`src/rtl/txdc_pkg.sv`:
```
package txdc_pkg;
    typedef enum logic [1:0] {
        ST_TRACK = 2'd0,
        ST_JUDGE = 2'd1,
        ST_FILL  = 2'd2
    } txdc_state_e;

    localparam int REG_W   = 32;
    localparam int ADDR_W  = 3;

    localparam logic [ADDR_W-1:0] ADR_CTRL  = 3'd0;
    localparam logic [ADDR_W-1:0] ADR_LOW   = 3'd1;
    localparam logic [ADDR_W-1:0] ADR_HIGH  = 3'd2;
    localparam logic [ADDR_W-1:0] ADR_IDEAL = 3'd3;
    localparam logic [ADDR_W-1:0] ADR_FILLV = 3'd4;
    localparam logic [ADDR_W-1:0] ADR_BCNT  = 3'd5;
    localparam logic [ADDR_W-1:0] ADR_FCNT  = 3'd6;
    localparam logic [ADDR_W-1:0] ADR_DIFF  = 3'd7;

    localparam int B_EN      = 0;
    localparam int B_MODE    = 1;
    localparam int B_COMMIT  = 2;
    localparam int B_CLR_BC  = 3;
    localparam int B_CLR_FC  = 4;
    localparam int B_CLR_DF  = 5;
    localparam int B_CLR_IRQ = 6;
    localparam int B_CFGERR  = 7;
    localparam int B_IRQ     = 8;
endpackage

```
`src/rtl/txdc_edge_sync.sv`:
```
module txdc_edge_sync (
    input  logic clk,
    input  logic rst_n,
    input  logic async_in,
    output logic edge_o
);
    logic [2:0] sh_q;

    always_ff @(posedge clk) begin
        if (!rst_n) sh_q <= '0;
        else        sh_q <= {sh_q[1:0], async_in};
    end

    assign edge_o = sh_q[1] & ~sh_q[2];

    assert_single_edge_R1: assert property (@(posedge clk) disable iff (!rst_n)
        edge_o |=> !edge_o);
endmodule

```
`src/rtl/txdc_tick_ctr.sv`:
```
module txdc_tick_ctr #(
    parameter int CNT_W = 16
) (
    input  logic             clk,
    input  logic             rst_n,
    input  logic             tick,
    input  logic             clr,
    output logic [CNT_W-1:0] cnt
);
    always_ff @(posedge clk) begin
        if (!rst_n)    cnt <= '0;
        else if (clr)  cnt <= CNT_W'(tick);
        else if (tick) cnt <= cnt + 1'b1;
    end

    assert_clear_R3: assert property (@(posedge clk) disable iff (!rst_n)
        clr |=> (cnt <= CNT_W'(1)));
endmodule

```
`src/rtl/txdc_regs.sv`:
```
module txdc_regs
    import txdc_pkg::*;
#(
    parameter int CNT_W    = 16,
    parameter int DATA_W   = 32,
    parameter int LOW_RST  = 1,
    parameter int HIGH_RST = 8
) (
    input  logic              clk,
    input  logic              rst_n,
    input  logic              reg_we,
    input  logic [ADDR_W-1:0] reg_addr,
    input  logic [REG_W-1:0]  reg_wdata,
    output logic [REG_W-1:0]  reg_rdata,
    input  logic [CNT_W-1:0]  bclk_cnt,
    input  logic [CNT_W-1:0]  fifo_cnt,
    input  logic [CNT_W-1:0]  diff,
    input  logic              irq,
    output logic              en,
    output logic              mode,
    output logic [CNT_W-1:0]  act_low,
    output logic [CNT_W-1:0]  act_high,
    output logic [CNT_W-1:0]  ideal,
    output logic [DATA_W-1:0] fill_val,
    output logic              clr_bclk,
    output logic              clr_fifo,
    output logic              clr_diff,
    output logic              clr_irq
);
    logic [CNT_W-1:0] stg_low, stg_high;
    logic             cfg_err;
    logic             ctrl_wr;

    assign ctrl_wr  = reg_we && (reg_addr == ADR_CTRL);
    assign clr_bclk = ctrl_wr && reg_wdata[B_CLR_BC];
    assign clr_fifo = ctrl_wr && reg_wdata[B_CLR_FC];
    assign clr_diff = ctrl_wr && reg_wdata[B_CLR_DF];
    assign clr_irq  = ctrl_wr && reg_wdata[B_CLR_IRQ];

    always_ff @(posedge clk) begin
        if (!rst_n) begin
            en       <= 1'b0;
            mode     <= 1'b0;
            stg_low  <= CNT_W'(LOW_RST);
            stg_high <= CNT_W'(HIGH_RST);
            act_low  <= CNT_W'(LOW_RST);
            act_high <= CNT_W'(HIGH_RST);
            ideal    <= '0;
            fill_val <= '0;
            cfg_err  <= 1'b0;
        end else if (reg_we) begin
            unique case (reg_addr)
                ADR_CTRL: begin
                    en   <= reg_wdata[B_EN];
                    mode <= reg_wdata[B_MODE];
                    if (reg_wdata[B_COMMIT]) begin
                        if (stg_high >= stg_low) begin
                            act_low  <= stg_low;
                            act_high <= stg_high;
                            cfg_err  <= 1'b0;
                        end else begin
                            cfg_err  <= 1'b1;
                        end
                    end
                end
                ADR_LOW:   stg_low  <= reg_wdata[CNT_W-1:0];
                ADR_HIGH:  stg_high <= reg_wdata[CNT_W-1:0];
                ADR_IDEAL: ideal    <= reg_wdata[CNT_W-1:0];
                ADR_FILLV: fill_val <= reg_wdata[DATA_W-1:0];
                default: ;
            endcase
        end
    end

    always_comb begin
        reg_rdata = '0;
        unique case (reg_addr)
            ADR_CTRL: begin
                reg_rdata[B_EN]     = en;
                reg_rdata[B_MODE]   = mode;
                reg_rdata[B_CFGERR] = cfg_err;
                reg_rdata[B_IRQ]    = irq;
            end
            ADR_LOW:   reg_rdata = REG_W'(act_low);
            ADR_HIGH:  reg_rdata = REG_W'(act_high);
            ADR_IDEAL: reg_rdata = REG_W'(ideal);
            ADR_FILLV: reg_rdata = REG_W'(fill_val);
            ADR_BCNT:  reg_rdata = REG_W'(bclk_cnt);
            ADR_FCNT:  reg_rdata = REG_W'(fifo_cnt);
            ADR_DIFF:  reg_rdata = REG_W'(diff);
            default:   reg_rdata = '0;
        endcase
    end

    assert_thr_order_R10: assert property (@(posedge clk) disable iff (!rst_n)
        act_high >= act_low);
endmodule

```
`src/rtl/txdc_engine.sv`:
```
module txdc_engine
    import txdc_pkg::*;
#(
    parameter int CNT_W  = 16,
    parameter int DATA_W = 32
) (
    input  logic              clk,
    input  logic              rst_n,
    input  logic              sync_edge,
    input  logic              slot_tick,
    input  logic [DATA_W-1:0] src_data,
    input  logic              en,
    input  logic              mode,
    input  logic [DATA_W-1:0] fill_val,
    input  logic [CNT_W-1:0]  act_low,
    input  logic [CNT_W-1:0]  act_high,
    input  logic [CNT_W-1:0]  ideal,
    input  logic [CNT_W-1:0]  fifo_cnt,
    input  logic              clr_diff,
    input  logic              clr_irq,
    output logic              src_pop,
    output logic [DATA_W-1:0] line_data,
    output logic              line_valid,
    output logic              irq,
    output logic [CNT_W-1:0]  diff
);
    txdc_state_e      state_q, state_d;
    logic [CNT_W-1:0] diff_q, snap;
    logic [DATA_W-1:0] last_q;
    logic             fill_now;
    logic             irq_q;

    assign snap = (fifo_cnt < ideal) ? (ideal - fifo_cnt) : '0;

    // state register
    always_ff @(posedge clk) begin
        if (!rst_n) state_q <= ST_TRACK;
        else        state_q <= state_d;
    end

    // next state
    always_comb begin
        state_d = state_q;
        unique case (state_q)
            ST_TRACK: state_d = ST_TRACK;
            ST_JUDGE: begin
                if (en && diff_q != '0 && diff_q >= act_low && diff_q <= act_high)
                    state_d = ST_FILL;
                else
                    state_d = ST_TRACK;
            end
            ST_FILL: begin
                if (!en || clr_diff || diff_q == '0 ||
                    (fill_now && diff_q == CNT_W'(1)))
                    state_d = ST_TRACK;
            end
            default: state_d = ST_TRACK;
        endcase
        if (sync_edge) state_d = ST_JUDGE;
    end

    // outputs
    always_comb begin
        fill_now   = (state_q == ST_FILL) && slot_tick && en && (diff_q != '0);
        line_valid = slot_tick;
        src_pop    = slot_tick && !fill_now;
        if (fill_now) line_data = mode ? fill_val : last_q;
        else          line_data = src_data;
    end

    // datapath: shortfall, last sample, interrupt
    always_ff @(posedge clk) begin
        if (!rst_n) begin
            diff_q <= '0;
            last_q <= '0;
            irq_q  <= 1'b0;
        end else begin
            if (sync_edge)     diff_q <= snap;
            else if (clr_diff) diff_q <= '0;
            else if (fill_now) diff_q <= diff_q - 1'b1;

            if (slot_tick) last_q <= line_data;

            if (state_q == ST_JUDGE && diff_q > act_high) irq_q <= 1'b1;
            else if (clr_irq)                             irq_q <= 1'b0;
        end
    end

    assign irq  = irq_q;
    assign diff = diff_q;

    assert_diff_step_R6: assert property (@(posedge clk) disable iff (!rst_n)
        (fill_now && !sync_edge && !clr_diff) |=> (diff_q == $past(diff_q) - 1'b1));

    assert_irq_raise_R7: assert property (@(posedge clk) disable iff (!rst_n)
        (state_q == ST_JUDGE && diff_q > act_high) |=> irq_q);

    assert_fill_enabled_R9: assert property (@(posedge clk) disable iff (!rst_n)
        (state_q == ST_FILL) |-> $past(en));
endmodule

```
`src/rtl/txdc_top.sv`:
```
module txdc_top
    import txdc_pkg::*;
#(
    parameter int CNT_W    = 16,
    parameter int DATA_W   = 32,
    parameter int LOW_RST  = 1,
    parameter int HIGH_RST = 8
) (
    input  logic              clk,
    input  logic              rst_n,
    input  logic              sync_in,
    input  logic              bclk_tick,
    input  logic              slot_tick,
    input  logic [DATA_W-1:0] src_data,
    output logic              src_pop,
    output logic [DATA_W-1:0] line_data,
    output logic              line_valid,
    input  logic              reg_we,
    input  logic [2:0]        reg_addr,
    input  logic [31:0]       reg_wdata,
    output logic [31:0]       reg_rdata,
    output logic              irq
);
    localparam int NCTR = 2;

    logic                sync_edge;
    logic                en, mode, clr_bclk, clr_fifo, clr_diff, clr_irq;
    logic [CNT_W-1:0]    act_low, act_high, ideal, diff;
    logic [DATA_W-1:0]   fill_val;
    logic [NCTR-1:0]     ctr_tick, ctr_clr;
    logic [CNT_W-1:0]    ctr_val [NCTR];

    txdc_edge_sync u_sync (
        .clk(clk), .rst_n(rst_n), .async_in(sync_in), .edge_o(sync_edge)
    );

    assign ctr_tick = {src_pop, bclk_tick};
    assign ctr_clr  = {sync_edge | clr_fifo, sync_edge | clr_bclk};

    for (genvar g = 0; g < NCTR; g++) begin : g_ctr
        txdc_tick_ctr #(.CNT_W(CNT_W)) u_ctr (
            .clk(clk), .rst_n(rst_n), .tick(ctr_tick[g]),
            .clr(ctr_clr[g]), .cnt(ctr_val[g])
        );
    end

    txdc_regs #(
        .CNT_W(CNT_W), .DATA_W(DATA_W), .LOW_RST(LOW_RST), .HIGH_RST(HIGH_RST)
    ) u_regs (
        .clk(clk), .rst_n(rst_n),
        .reg_we(reg_we), .reg_addr(reg_addr), .reg_wdata(reg_wdata),
        .reg_rdata(reg_rdata),
        .bclk_cnt(ctr_val[0]), .fifo_cnt(ctr_val[1]), .diff(diff), .irq(irq),
        .en(en), .mode(mode), .act_low(act_low), .act_high(act_high),
        .ideal(ideal), .fill_val(fill_val),
        .clr_bclk(clr_bclk), .clr_fifo(clr_fifo), .clr_diff(clr_diff),
        .clr_irq(clr_irq)
    );

    txdc_engine #(.CNT_W(CNT_W), .DATA_W(DATA_W)) u_eng (
        .clk(clk), .rst_n(rst_n), .sync_edge(sync_edge),
        .slot_tick(slot_tick), .src_data(src_data),
        .en(en), .mode(mode), .fill_val(fill_val),
        .act_low(act_low), .act_high(act_high), .ideal(ideal),
        .fifo_cnt(ctr_val[1]), .clr_diff(clr_diff), .clr_irq(clr_irq),
        .src_pop(src_pop), .line_data(line_data), .line_valid(line_valid),
        .irq(irq), .diff(diff)
    );
endmodule

```
`config.mk`:
```
export PLATFORM = sky130hd
export DESIGN_NAME = txdc_top
export DESIGN_NICKNAME = d
export VERILOG_FILES = /design/src/rtl/txdc_pkg.sv /design/src/rtl/txdc_edge_sync.sv /design/src/rtl/txdc_tick_ctr.sv /design/src/rtl/txdc_regs.sv /design/src/rtl/txdc_engine.sv /design/src/rtl/txdc_top.sv
export SDC_FILE = /design/constraint.sdc
export NUM_CORES = 1
export LEC_CHECK = 0
export ABC_CLOCK_PERIOD_IN_PS = 3120
export BUFFER_PORTS_ARGS = -buffer_cell sky130_fd_sc_hd__buf_2
export CORE_MARGIN = 2
export CORE_UTILIZATION = 45
export CTS_BUF_LIST = sky130_fd_sc_hd__clkbuf_2
export CTS_CLUSTER_SIZE = 28
export DETAILED_ROUTE_END_ITERATION = 8
export HOLD_SLACK_MARGIN = 0.02
export PLACE_DENSITY = 0.72
export SLEW_MARGIN = 20
export SYNTH_ARGS = -nofsm -noshare
export SYNTH_HDL_FRONTEND = slang
export SYNTH_HIERARCHICAL = 1
export SYNTH_SLANG_ARGS = --single-unit
```
`constraint.sdc`:
```
create_clock -name clk -period 3.12 [get_ports clk]
set_input_delay 0.156 -clock clk [delete_from_list [all_inputs] [get_ports clk]]
set_output_delay 0.156 -clock clk [all_outputs]
set_load 0.01 [all_outputs]
```
==> run_results.csv <==
group,metric,value,unit
status,outcome,"complete, no violations",
cts,cts.sinks,201,
setup_path,path_buf_inv,2,
setup_path,timing.rr.end,"u_eng/last_q[21]",
cts,postCtsSetupRepairBufs,0,
sta,setup_viol,0,
synthesis,yosysWarnings,6,
cts,cts_buffer_depth,3,
synthesis,synthCells,1407,
grt,track_usage,29.4,%
synthesis,seq_area_frac_synth,33.8,%
cts,cts_buffers,55,
finish,syn_to_final_growth,23.8,%
pwr,p_int,3880,uW
sta,max_slew_margin,46.5,%
cts,cts_tree,"yes",
place,gp_congestion,0.986,
detailed_routing,viasPerCell,5.82,
die,chipWidth,167,microns
synthesis,synth-edff-count,0,
pwr,power.net_switching,1850,uW
sta,worst_pin_slew,800,ps
hold_path,hp-class,"in2reg",
cts,worstSkewPairLatency,860,ps
sta,final.setup.tns,0,ps
setup_path,cp.depth,7,
detailed_routing,drc,0,
setup_path,r2r_cells,9,
setup_path,end_kind,"primary output",
sta,finClkSkew,68.6,ps
pwr,swShare,32.3,%
setup_path,r2r_slack,310,ps
finish,fin_nets,1828,
detailed_routing,wire_per_inst,20.5,microns
pwr,leakage,0.00604,uW
detailed_routing,finalWirelength,42300,microns
synthesis,syn_nets,1550,
grt,antenna_found_initial,1,
setup_path,slowest_delay,580,ps
synthesis,synth_area_per_cell,8.45,sq um
die,pin_count,140,
cts,cts.clk_slew.worst_paths,100,ps
detailed_routing,vias,12009,
sta,finalWorstPathRequiredPeriod,3040,ps
setup_path,cp_max_fo,39,
place,detailed_place_hpwl,28500,microns
setup_path,required,2960,ps
detailed_routing,drtPass1Iterations,6,
synthesis,synthArstFlopShare,0,%
cts,clockRootBuffer,"clkbuf_2",
synthesis,synthFlopType,"dfxtp_1",
setup_path,cp_top_family,"simple AND/OR/NAND/NOR gates",
sta,slew_viol_final,0,
finish,drive_gt1_share,19.0,%
detailed_routing,drt-initial-drc-count,1297,
die,dieArea,27700,sq um
grt,grt_most_used_layer,"met2",
sta,finalHoldViolCount,0,
setup_path,critical_path.cell_chain,"or4_4, nor3_4, a21boi_4, clkbuf_16, nor2_1, a21oi_1, buf_2",
grt,met3_usage,6.77,%
pwr,peakVddDrop,0.246,mV
synthesis,ys_seq_elements,201,
synthesis,syn_area,11900,sq um
setup_path,crit_type,"reg2out",
die,coreArea,26000,sq um
pwr,pwr-share-comb,19.1,%
cts,cts.htree.levels,2,
setup_path,slowest_stage,"or4_4",
grt,grt_pass1_vias,11857,
synthesis,ys_types,76,
pwr,clock_power_share,33.6,%
setup_path,startpoint,"u_eng/diff[7]",
grt,grtUsageMet2,46.7,%
grt,grt_overflow_total,0,
die,die_y,167,microns
place,port_buffers,139,
sta,rsz0062_at_grt,"false",
sta,post-route-period-util,97.5,%
grt,use_met1,37.2,%
setup_path,worstSetupEndpoint,"line_data[12]",
pwr,total_power,5730,uW
finish,fillCellCount,2280,
pwr,p_per_area,389,nW/um^2
grt,grt_max_degree,134,
setup_path,cp-start-kind,"flop",
setup_path,worstPathArrival,2890,ps
die,rows,59,
flow_run,max_cap_violations,0,
sta,fmax,0.329,GHz
detailed_routing,postRouteAntennaNets,0,
die,initial_core_util,45.8,%
pwr,p_seq_share,47.3,%
grt,grt_pass1_wl,64900,microns
setup_path,reg2reg_from,"u_eng/diff[7]",
-- cells in the mapped netlist (all sizes together), types with 15 or more instances --
master | number | area share [%]
nor2b | 44 | 2.4
dfxtp | 201 | 34
mux2i | 75 | 6.3
nand4 | 21 | 1.4
and2 | 23 | 1.2
mux2 | 15 | 1.4
nand3 | 23 | 1.0
a21boi | 81 | 5.1
nor2 | 84 | 2.7
buf | 40 | 2.1
xor2 | 21 | 1.5
xnor2 | 18 | 1.3
a21oi | 107 | 4.9
clkbuf | 40 | 1.3
a22o | 31 | 2.3
nand2 | 210 | 6.6
inv | 89 | 2.8
o21ai | 44 | 1.9
ha | 69 | 7.3
-- worst register-to-register path, stage by stage, from the launching register on --
cell	delay, ps
dfxtp_1	400
or4_4	580
nor3_4	230
a21boi_4	130
clkbuf_16	230
nor2_1	200
a21oi_2	60
mux2i_1	210
dlygate4sd3_1	600
nor2b_1	50
-- worst min-delay path by stage --
stage,start,to,slack (ps),cells after the start
floorplan,rst_n,g_ctr[0].u_ctr/cnt[0],280,1
global placement,sync_in,u_sync/sh_q[0],370,2
detailed placement,sync_in,u_sync/sh_q[0],360,2
CTS,sync_in,u_sync/sh_q[0],50,3
global route,sync_in,u_sync/sh_q[0],110,3
finish,sync_in,u_sync/sh_q[0],80,3
-- repair_timing --
item | 4_1_cts | 5_1_grt
resized for setup | 3 | 11
hold buffers | 125 | 0
pin swaps | 0 | 1
endpoints found under the hold margin | 149 | 0
setup endpoints to repair | 32 | 34
cloned | 0 | 1
-- cell type report --
cell class	instances	area [sq um]	share of cell area [%]
Inverter	90	338	2.29
Clock buffer	77	385	2.62
Timing Repair Buffer	301	2260	15.4
Clock inverter	21	118	0.799
Tap cell	335	419	2.85
Multi-Input combinational cell	1036	7170	48.7
Antenna cell	1	2.50	0.0170
Sequential cell	201	4030	27.4
-- layer usage --
layer / share of wire (%) / vias up
met5: 0 / -
met1: 40 / 5693
met3: 9.1 / 160
met2: 46 / 637
li1: - / 5519
met4: 5.0 / 0
-- flip-flops by register name (all words and copies together), names as in the netlist, 16 cells and up --
signal and cells:
g_ctr.u_ctr/cnt 32, u_eng/last_q 32, u_regs/fill_val 32, u_eng/diff 16, u_regs/act_high 16, u_regs/act_low 16, u_regs/ideal 16, u_regs/stg_high 16
u_regs/stg_low 16
-- cells by family after synthesis --
logic type	count (synthesis)	synth area share, %
compound gates	342	19.5
xor+xnor	39	2.87
fa+ha+maj	70	7.43
buf+inv	170	6.18
flops	201	33.8
mux	104	10.4
simple gates	481	19.8
-- cell usage in the layout, fill, tap and decap left out, types with 35 or more instances in the layout --
| cell | netlist | routed |
|---|---|---|
| a21oi_1 | 96 | 92 |
| inv_1 | 89 | 89 |
| ha_1 | 69 | 69 |
| clkbuf_2 | 1 | 77 |
| nand2_1 | 210 | 210 |
| buf_2 | 22 | 138 |
| a21boi_0 | 71 | 71 |
| buf_4 | 6 | 35 |
| o21ai_0 | 43 | 43 |
| mux2i_1 | 75 | 75 |
| dfxtp_1 | 201 | 198 |
| nor2_1 | 84 | 83 |
| nor2b_1 | 42 | 42 |
| dlygate4sd3_1 | 0 | 125 |
-- power groups by stage --
stage	combinational (uW)	sequential [uW]	clock (uW)
floorplan	647	2740	0
global placement	932	2760	0
detailed placement	938	2760	0
CTS	1050	2700	1970
global route	1170	2720	2090
finish	1090	2710	1930
-- stage by stage --
step | hold WS (ps) | std cells | utilization, % | setup slack (ps) | area [sq um]
final | 78.3 | 2062 | 56.7 | 78.8 | 14700
after detailed placement | 362 | 1837 | 49.7 | 283 | 12900
after floorplan | 278 | 1407 | - | 198 | 11900
after global routing | 110 | 2062 | 56.7 | 18.6 | 14700
after CTS | 54.9 | 2060 | 56.5 | 5.50 | 14700
after global placement | 366 | 1837 | 49.7 | 421 | 12900
Power figures use the tool's default switching activity.
